### src/rtl/spi_port_pkg.sv
package spi_port_pkg;
  typedef enum logic {
    OP_WRITE = 1'b0,
    OP_READ  = 1'b1
  } spi_op_e;
endpackage

### src/rtl/spi_in_sync.sv
module spi_in_sync #(
  parameter int STAGES = 2
) (
  input  logic clk,
  input  logic rst,
  input  logic sclk,
  input  logic cs_n,
  input  logic sdi,
  output logic sclk_rise,
  output logic sclk_fall,
  output logic cs_act,
  output logic sdi_s
);
  logic [STAGES-1:0] sclk_p, cs_p, sdi_p;
  logic              sclk_last;

  always_ff @(posedge clk) begin
    if (rst) begin
      sclk_p    <= '0;
      cs_p      <= '1;
      sdi_p     <= '0;
      sclk_last <= 1'b0;
    end else begin
      sclk_p    <= {sclk_p[STAGES-2:0], sclk};
      cs_p      <= {cs_p[STAGES-2:0], cs_n};
      sdi_p     <= {sdi_p[STAGES-2:0], sdi};
      sclk_last <= sclk_p[STAGES-1];
    end
  end

  assign sclk_rise = sclk_p[STAGES-1] & ~sclk_last;
  assign sclk_fall = ~sclk_p[STAGES-1] & sclk_last;
  assign cs_act    = ~cs_p[STAGES-1];
  assign sdi_s     = sdi_p[STAGES-1];
endmodule

### src/rtl/spi_frame_rx.sv
module spi_frame_rx
  import spi_port_pkg::*;
#(
  parameter int ADDR_FIELD = 15,
  parameter int ADDR_W     = 10,
  parameter int DATA_W     = 8
) (
  input  logic              clk,
  input  logic              rst,
  input  logic              cs_act,
  input  logic              sclk_rise,
  input  logic              sdi_s,
  output logic [ADDR_W-1:0] reg_addr,
  output logic              reg_wr,
  output logic [DATA_W-1:0] reg_wdata,
  output logic              reg_rd,
  output logic              rd_data_phase
);
  localparam int HDR_BITS   = 1 + ADDR_FIELD;
  localparam int FRAME_BITS = HDR_BITS + DATA_W;
  localparam int CNT_W      = $clog2(FRAME_BITS + 1);
  localparam int SH_W       = (ADDR_W > DATA_W) ? ADDR_W : DATA_W;

  logic [CNT_W-1:0] cnt;
  logic [SH_W-1:0]  sh;
  spi_op_e          op;

  always_ff @(posedge clk) begin
    if (rst) begin
      cnt       <= '0;
      sh        <= '0;
      op        <= OP_WRITE;
      reg_addr  <= '0;
      reg_wdata <= '0;
      reg_wr    <= 1'b0;
      reg_rd    <= 1'b0;
    end else if (!cs_act) begin
      cnt    <= '0;
      op     <= OP_WRITE;
      reg_wr <= 1'b0;
      reg_rd <= 1'b0;
    end else begin
      reg_wr <= 1'b0;
      reg_rd <= 1'b0;
      if (sclk_rise && cnt < CNT_W'(FRAME_BITS)) begin
        cnt <= cnt + 1'b1;
        sh  <= {sh[SH_W-2:0], sdi_s};
        if (cnt == '0)
          op <= spi_op_e'(sdi_s);
        if (cnt == CNT_W'(HDR_BITS - 1)) begin
          reg_addr <= {sh[ADDR_W-2:0], sdi_s};
          if (op == OP_READ)
            reg_rd <= 1'b1;
        end
        if (cnt == CNT_W'(FRAME_BITS - 1) && op == OP_WRITE) begin
          reg_wdata <= {sh[DATA_W-2:0], sdi_s};
          reg_wr    <= 1'b1;
        end
      end
    end
  end

  assign rd_data_phase = (op == OP_READ) && (cnt >= CNT_W'(HDR_BITS));
endmodule

### src/rtl/spi_tx.sv
module spi_tx #(
  parameter int DATA_W = 8
) (
  input  logic              clk,
  input  logic              rst,
  input  logic              cs_act,
  input  logic              sclk_fall,
  input  logic              rd_req,
  input  logic              rd_data_phase,
  input  logic [DATA_W-1:0] rdata,
  output logic              sdo,
  output logic              sdo_oe
);
  localparam int LEFT_W = $clog2(DATA_W + 1);

  logic [DATA_W-1:0] tx;
  logic [LEFT_W-1:0] left;
  logic              rd_q;

  always_ff @(posedge clk) begin
    if (rst) begin
      rd_q   <= 1'b0;
      tx     <= '0;
      left   <= '0;
      sdo    <= 1'b0;
      sdo_oe <= 1'b0;
    end else if (!cs_act) begin
      rd_q   <= 1'b0;
      left   <= '0;
      sdo    <= 1'b0;
      sdo_oe <= 1'b0;
    end else begin
      rd_q <= rd_req;
      if (rd_q) begin
        tx   <= rdata;
        left <= LEFT_W'(DATA_W);
      end else if (sclk_fall && rd_data_phase && left != '0) begin
        sdo    <= tx[DATA_W-1];
        tx     <= {tx[DATA_W-2:0], 1'b0};
        left   <= left - 1'b1;
        sdo_oe <= 1'b1;
      end
    end
  end
endmodule

### src/rtl/spi_reg_port.sv
module spi_reg_port #(
  parameter int SYNC_STAGES = 2,
  parameter int ADDR_FIELD  = 15,
  parameter int ADDR_W      = 10,
  parameter int DATA_W      = 8
) (
  input  logic              clk,
  input  logic              rst,
  input  logic              sclk,
  input  logic              cs_n,
  input  logic              sdi,
  output logic              sdo,
  output logic              sdo_oe,
  output logic [ADDR_W-1:0] reg_addr,
  output logic              reg_wr,
  output logic [DATA_W-1:0] reg_wdata,
  output logic              reg_rd,
  input  logic [DATA_W-1:0] reg_rdata
);
  logic sclk_rise, sclk_fall, cs_act, sdi_s, rd_data_phase;

  spi_in_sync #(.STAGES(SYNC_STAGES)) u_sync (
    .clk(clk), .rst(rst), .sclk(sclk), .cs_n(cs_n), .sdi(sdi),
    .sclk_rise(sclk_rise), .sclk_fall(sclk_fall),
    .cs_act(cs_act), .sdi_s(sdi_s)
  );

  spi_frame_rx #(.ADDR_FIELD(ADDR_FIELD), .ADDR_W(ADDR_W), .DATA_W(DATA_W)) u_rx (
    .clk(clk), .rst(rst), .cs_act(cs_act), .sclk_rise(sclk_rise), .sdi_s(sdi_s),
    .reg_addr(reg_addr), .reg_wr(reg_wr), .reg_wdata(reg_wdata),
    .reg_rd(reg_rd), .rd_data_phase(rd_data_phase)
  );

  spi_tx #(.DATA_W(DATA_W)) u_tx (
    .clk(clk), .rst(rst), .cs_act(cs_act), .sclk_fall(sclk_fall),
    .rd_req(reg_rd), .rd_data_phase(rd_data_phase), .rdata(reg_rdata),
    .sdo(sdo), .sdo_oe(sdo_oe)
  );
endmodule

### config.mk
export PLATFORM = sky130hd
export DESIGN_NAME = spi_reg_port
export DESIGN_NICKNAME = d
export VERILOG_FILES = /design/src/rtl/spi_port_pkg.sv /design/src/rtl/spi_in_sync.sv /design/src/rtl/spi_frame_rx.sv /design/src/rtl/spi_tx.sv /design/src/rtl/spi_reg_port.sv
export SDC_FILE = /design/constraint.sdc
export NUM_CORES = 1
export LEC_CHECK = 0
export BUFFER_PORTS_ARGS = -buffer_cell sky130_fd_sc_hd__clkbuf_2
export CAP_MARGIN = 5
export CELL_PAD_IN_SITES_DETAIL_PLACEMENT = 1
export CELL_PAD_IN_SITES_GLOBAL_PLACEMENT = 2
export CORE_MARGIN = 2
export CORE_UTILIZATION = 35
export CTS_CLUSTER_DIAMETER = 150
export CTS_CLUSTER_SIZE = 16
export DETAILED_ROUTE_END_ITERATION = 16
export PLACE_DENSITY = 0.88
export RECOVER_POWER = 25
export SLEW_MARGIN = 20
export SYNTH_ARGS = -nofsm -noshare
export SYNTH_HDL_FRONTEND = slang
export SYNTH_SLANG_ARGS = --single-unit
export TNS_END_PERCENT = 1
### constraint.sdc
create_clock -name clk -period 2.2 [get_ports clk]
set_input_delay 0.44 -clock clk [delete_from_list [all_inputs] [get_ports clk]]
set_output_delay 0.44 -clock clk [all_outputs]
set_load 0.01 [all_outputs]
# [Word level (Yosys, flattened, before mapping)]
# Index checks and enable logic that the tools add are counted.
[totals] output_inout_bits=22 input_bits=13 ff_bits=57 word_cells=56
[classes] eq_ne=2 order_cmp=2 reduce_logical=18 bitwise_logic=9 n_addsub=2 mux=6
[ops] operator="8-bit two-way mux" count=2
[ops] operator="4-bit two-way mux" count=2
[ops] operator="2-bit AND reduction" count=4
[ops] operator="1-bit inverter" count=7
[ops] operator="3-bit AND reduction" count=2
[ops] operator="3-bit OR reduction" count=2
[ops] operator="5-bit by 1-bit adder with 5-bit output, second input constant" count=1
[ops] operator="5-bit by 4-bit == test with 1-bit output, second input constant" count=1
[ops] operator="5-bit == test, second input constant" count=1
[ops] operator="5-bit >= comparator, second input constant" count=1
[ops] operator="1-bit logical AND" count=5
[ops] operator="5-bit logical NOT" count=1
[ops] operator="5-bit less-than comparator, second input constant" count=1
[ops] operator="4-bit nonzero test" count=1
[ops] operator="4-bit OR reduction" count=1
[ops] operator="4-bit by 1-bit subtractor with 4-bit output, second input constant" count=1
[ops] operator="1-bit bitwise AND" count=2
[ops] operator="1-bit two-way mux" count=2
[ops] operator="2-bit nonzero test" count=1
[ops] operator="2-bit OR reduction" count=1

# [Depth between registers and ports, before layout]
[depth] depth_word=6 mapped_depth=7 depth_no_buf=6

# [Cells and area by module]
# From an unflattened synthesis, not the netlist that was laid out.
[unflattened] cells_unflattened=252 area_unflattened_um2=2406.1
[modules_own_cells] module="spi_frame_rx" cells_per_inst=161 seq_area_each_um2=700.7 area_each_um2=1488.9 instances=1
[modules_own_cells] module="spi_tx" cells_per_inst=74 seq_area_each_um2=300.3 area_each_um2=716.9 instances=1
[modules_own_cells] module="spi_in_sync" cells_per_inst=17 seq_area_each_um2=140.1 area_each_um2=200.2 instances=1

# [Worst setup path after synthesis]
# OpenSTA, ideal clock, no wires.
[synth_timing] kind="register to register" from="reg u_tx.left[0]" to="reg u_tx.tx[4]" period_less_slack_ns=1.590 required_time_ns=2.079 path_buffers=0 path_slack_ns=0.610 setup_time_ns=0.121 path_stages_with_launch=6 arrival_ns=1.469 path_cell_list="dfxtp_1 inv_1 ha_1 and2b_2 a221o_2 mux2_4"
[synth_between] elab_chain_cells=4
[synth_lines] item="start, declared" line="spi_tx.sv:17" text="logic [LEFT_W-1:0] left;"
[synth_lines] item="start signal, assigned" line="spi_tx.sv:36" text="left <= LEFT_W'(DATA_W);"
[synth_lines] item="start signal, assigned" line="spi_tx.sv:40" text="left <= left - 1'b1;"
[synth_lines] item="4-bit nonzero test" line="spi_tx.sv:37" text="end else if (sclk_fall && rd_data_phase && left != '0) begin"
[synth_lines] item="1-bit logical AND" line="spi_tx.sv:37"
[synth_lines] item="2-bit nonzero test (no line)"
[synth_lines] item="2-bit AND reduction (no line)"
[synth_lines] item="end signal, assigned" line="spi_tx.sv:35" text="tx <= rdata;"
[synth_lines] item="end signal, assigned" line="spi_tx.sv:39" text="tx <= {tx[DATA_W-2:0], 1'b0};"
[synth_lines] item="end, declared" line="spi_tx.sv:16" text="logic [DATA_W-1:0] tx;"
# No other way between the ends.
# A chain may end at the register's enable or synchronous reset.

# [Worst setup path after layout]
[layout_timing] from="reg u_rx.cnt[0]" to="reg u_rx.reg_addr[1]"
[layout_between] elab_chain_cells=3 elab_cells_between_ends=4 cone_classes="order compare (1); eq/ne (1); reduce/logical (2)"
[layout_lines] item="start, declared" line="spi_frame_rx.sv:24" text="logic [CNT_W-1:0] cnt;"
[layout_lines] item="start signal, assigned" line="spi_frame_rx.sv:46" text="cnt <= cnt + 1'b1;"
[layout_lines] item="5-bit less-than comparator" line="spi_frame_rx.sv:45" text="if (sclk_rise && cnt < CNT_W'(FRAME_BITS)) begin"
[layout_lines] item="1-bit logical AND" line="spi_frame_rx.sv:45"
[layout_lines] item="3-bit AND reduction (no line) *"
[layout_lines] item="end signal, assigned" line="spi_frame_rx.sv:51" text="reg_addr <= {sh[ADDR_W-2:0], sdi_s};"
[layout_lines] item="end, declared" line="spi_frame_rx.sv:13" text="output logic [ADDR_W-1:0] reg_addr,"
# Every way passes the cells marked *; elsewhere a longest branch is shown, timed or not.

==> results.ini <==
[die]
die_y_um=88.5
fp-row-count=30
initial_core_util=0.364
die_w_um=88.5
ios=35
die-area_mm2=0.00784
fp.coreArea_mm2=0.00687

[sta]
slew_headroom=0.495
tightest_slew_ps=757
fin_crit_sh=0.820
rsz0062_at_grt=false
fin_skew_ps=8.51
finalSetupTns_ps=0
drv_slew=0
setup_viol=0
finalHoldViolCount=0
worst_hold_slack_ps=293
final.min_clock_period_ps=1800
max_freq_mhz=555

[clock_network]
cts_tree=yes
post_cts_buffers=0
htreeDepth=3
numCtsBuffers=9
clk_latency_ps=330
cts-root-buf=clkbuf_8
hold_buffers=0
cts_resized=0
cts_sinks=57
path_clk_slew_ps=70
clk_path_buf_depth=2

[final_layout]
num_antenna_cells=0
drive_above_1_share=0.220
final_cell_mix=57 x dfxtp_1, 28 x a21oi_1, 26 x nand3_1
nets=316
fin_area_mm2=0.00292
area_growth_pct=16.7
final_common_cell=dfxtp_1

[global_route]
grt_pass1_vias=2040
grt_usage=0.160
grt_pass1_wl_um=9810
grt_overflow=0
grt_max_degree=45
grt_antenna_before_repair=0

[setup_path]
worstRegToRegCells=6
critical_path_class=flop to flop
cp_max_fo=11
crit_path_start=u_rx.cnt[0]
timing.rr.start=u_rx.cnt[0]
cp.arrival_ps=1980
r2r_slack_ps=400
r2r_end=u_rx.reg_addr[1]
endpoint_kind=flop
worstPathRequired_ps=2380
cp-start-kind=flop
endpoint=u_rx.reg_addr[1]

[placement]
place_area_mm2=0.00273
dp_hpwl_um=3910
gp_congestion=0.789
numPortBuffers=34

[detailed_routing]
vias=2011
ant_nets=0
drtIter0Drc=73
vias_per_cell=5.03
routed_wl_um=5700
avgRoutedWirePerCell_um=14.2
remaining_drc_errors=0
drtPass1Iterations=4

[logic_synthesis]
synthesis.area_mm2=0.00250
synth_area_per_cell_um2=9.33
synth_top_family_by_area=simple AND/OR/NAND/NOR gates
ys_types=43
synth_nets=285
synth_compound_area_frac=0.146
synthXorXnorAreaFrac=0
ys_seq_elements=57
synth_seq_area_share=0.456
synth_edf_count=0
yosys.area_share.adder=0.0200
synthFlopType=dfxtp_1
synthMuxAreaShare=0.0930
syn-instance-count=268
synth_simple_gate_area_frac=0.229
ys_warn_count=0
synthArstFlopShare=0

[run_status]
outcome=complete, no violations

[min_path]
hold_path_class=input pin to flop

[pwr]
ir_worst_vdd_uv=319
leakage_nw=1.05
powerDensity_mw_per_mm2=734

[job]
maxCapViolCount=0

==> report_power, final <==
group          switching (mW)  internal, mW  leakage (nW)  total, mW
Sequential            0.00636          1.04         0.460       1.04
Combinational          0.0356        0.0227         0.485     0.0583
Clock                   0.409         0.632         0.106       1.04
Total                   0.451          1.69          1.05       2.14
==> stage by stage <==
step                      std cells  setup slack, ps  utilization  power (mW)
after global placement          384              502        0.397        1.13
after CTS                       400              386        0.428        2.17
final                           400              397        0.425        2.14
after floorplan                 268              610            -        1.11
after global routing            400              134        0.425        2.24
after detailed placement        384              391        0.397        1.13
==> registers in the layout (all words and copies together) (netlist names) <==
register / count
u_tx.tx: 8
u_rx.reg_wr: 1
u_rx.sh: 9
u_rx.op: 1
u_rx.reg_addr: 10
u_rx.cnt: 5
u_tx.rd_q: 1
u_tx.sdo: 1
u_sync.sdi_p: 2
u_tx.left: 4
u_sync.sclk_last: 1
u_tx.sdo_oe: 1
u_sync.cs_p: 2
u_rx.reg_rd: 1
u_sync.sclk_p: 2
u_rx.reg_wdata: 8
==> synthesized netlist by cell type (3+ instances only) <==
| library cell | number | share of area |
|---|---|---|
| a21oi_1 | 28 | 0.056 |
| nand2b_1 | 18 | 0.045 |
| nor2_1 | 11 | 0.017 |
| nand3_1 | 26 | 0.052 |
| and2b_2 | 6 | 0.021 |
| o31ai_1 | 3 | 0.0090 |
| buf_6 | 3 | 0.014 |
| nor2b_1 | 9 | 0.023 |
| mux2i_1 | 15 | 0.060 |
| inv_1 | 8 | 0.012 |
| ha_1 | 4 | 0.020 |
| or2_2 | 3 | 0.0075 |
| mux2_2 | 6 | 0.027 |
| dfxtp_1 | 57 | 0.46 |
| clkbuf_1 | 12 | 0.018 |
| o21ai_0 | 25 | 0.050 |
==> routing by layer <==
layer  GRT usage  share of wire  up-vias
met5           0              0        -
met4      0.0661         0.0061        0
met3      0.0336          0.034        5
met2       0.255           0.46       37
met1       0.213           0.50      963
li1            -              -     1006
==> how the worst min path moves through the flow <==
stage	start	end	slack, ps	cells after the start
after detailed placement	u_sync.cs_p[0]	u_sync.cs_p[1]	400	1
final	cs_n	u_sync.cs_p[0]	290	2
after CTS	cs_n	u_sync.cs_p[0]	280	2
after global routing	cs_n	u_sync.cs_p[0]	280	2
after floorplan	u_sync.cs_p[0]	u_sync.cs_p[1]	390	1
after global placement	u_sync.cs_p[0]	u_sync.cs_p[1]	400	1
==> critical path: stages (launching register included) <==
cell      delay (ps)
dfxtp_1          380
ha_1             210
and3_1           170
ha_1             160
nand3b_1         330
o21ai_0          300
a21oi_1          100
==> cell type report <==
class | count | area, um^2
Clock buffer | 10 | 128
Clock inverter | 6 | 82.6
Fill cell | 828 | 3950
Inverter | 8 | 30.0
Multi-Input combinational cell | 184 | 1230
Sequential cell | 57 | 1140
Tap cell | 96 | 120
Timing Repair Buffer | 39 | 190
==> cell families (layout without fill, tap and decap cells) <==
group,Yosys count,after routing
AO/OA/AOI/OAI,65,65
multiplexers,22,22
buffers and inverters,27,63
flip-flops,57,57
AND/OR/NAND/NOR,93,93
adder cells (fa/ha/maj),4,4
(Power assumes the default switching activity.)
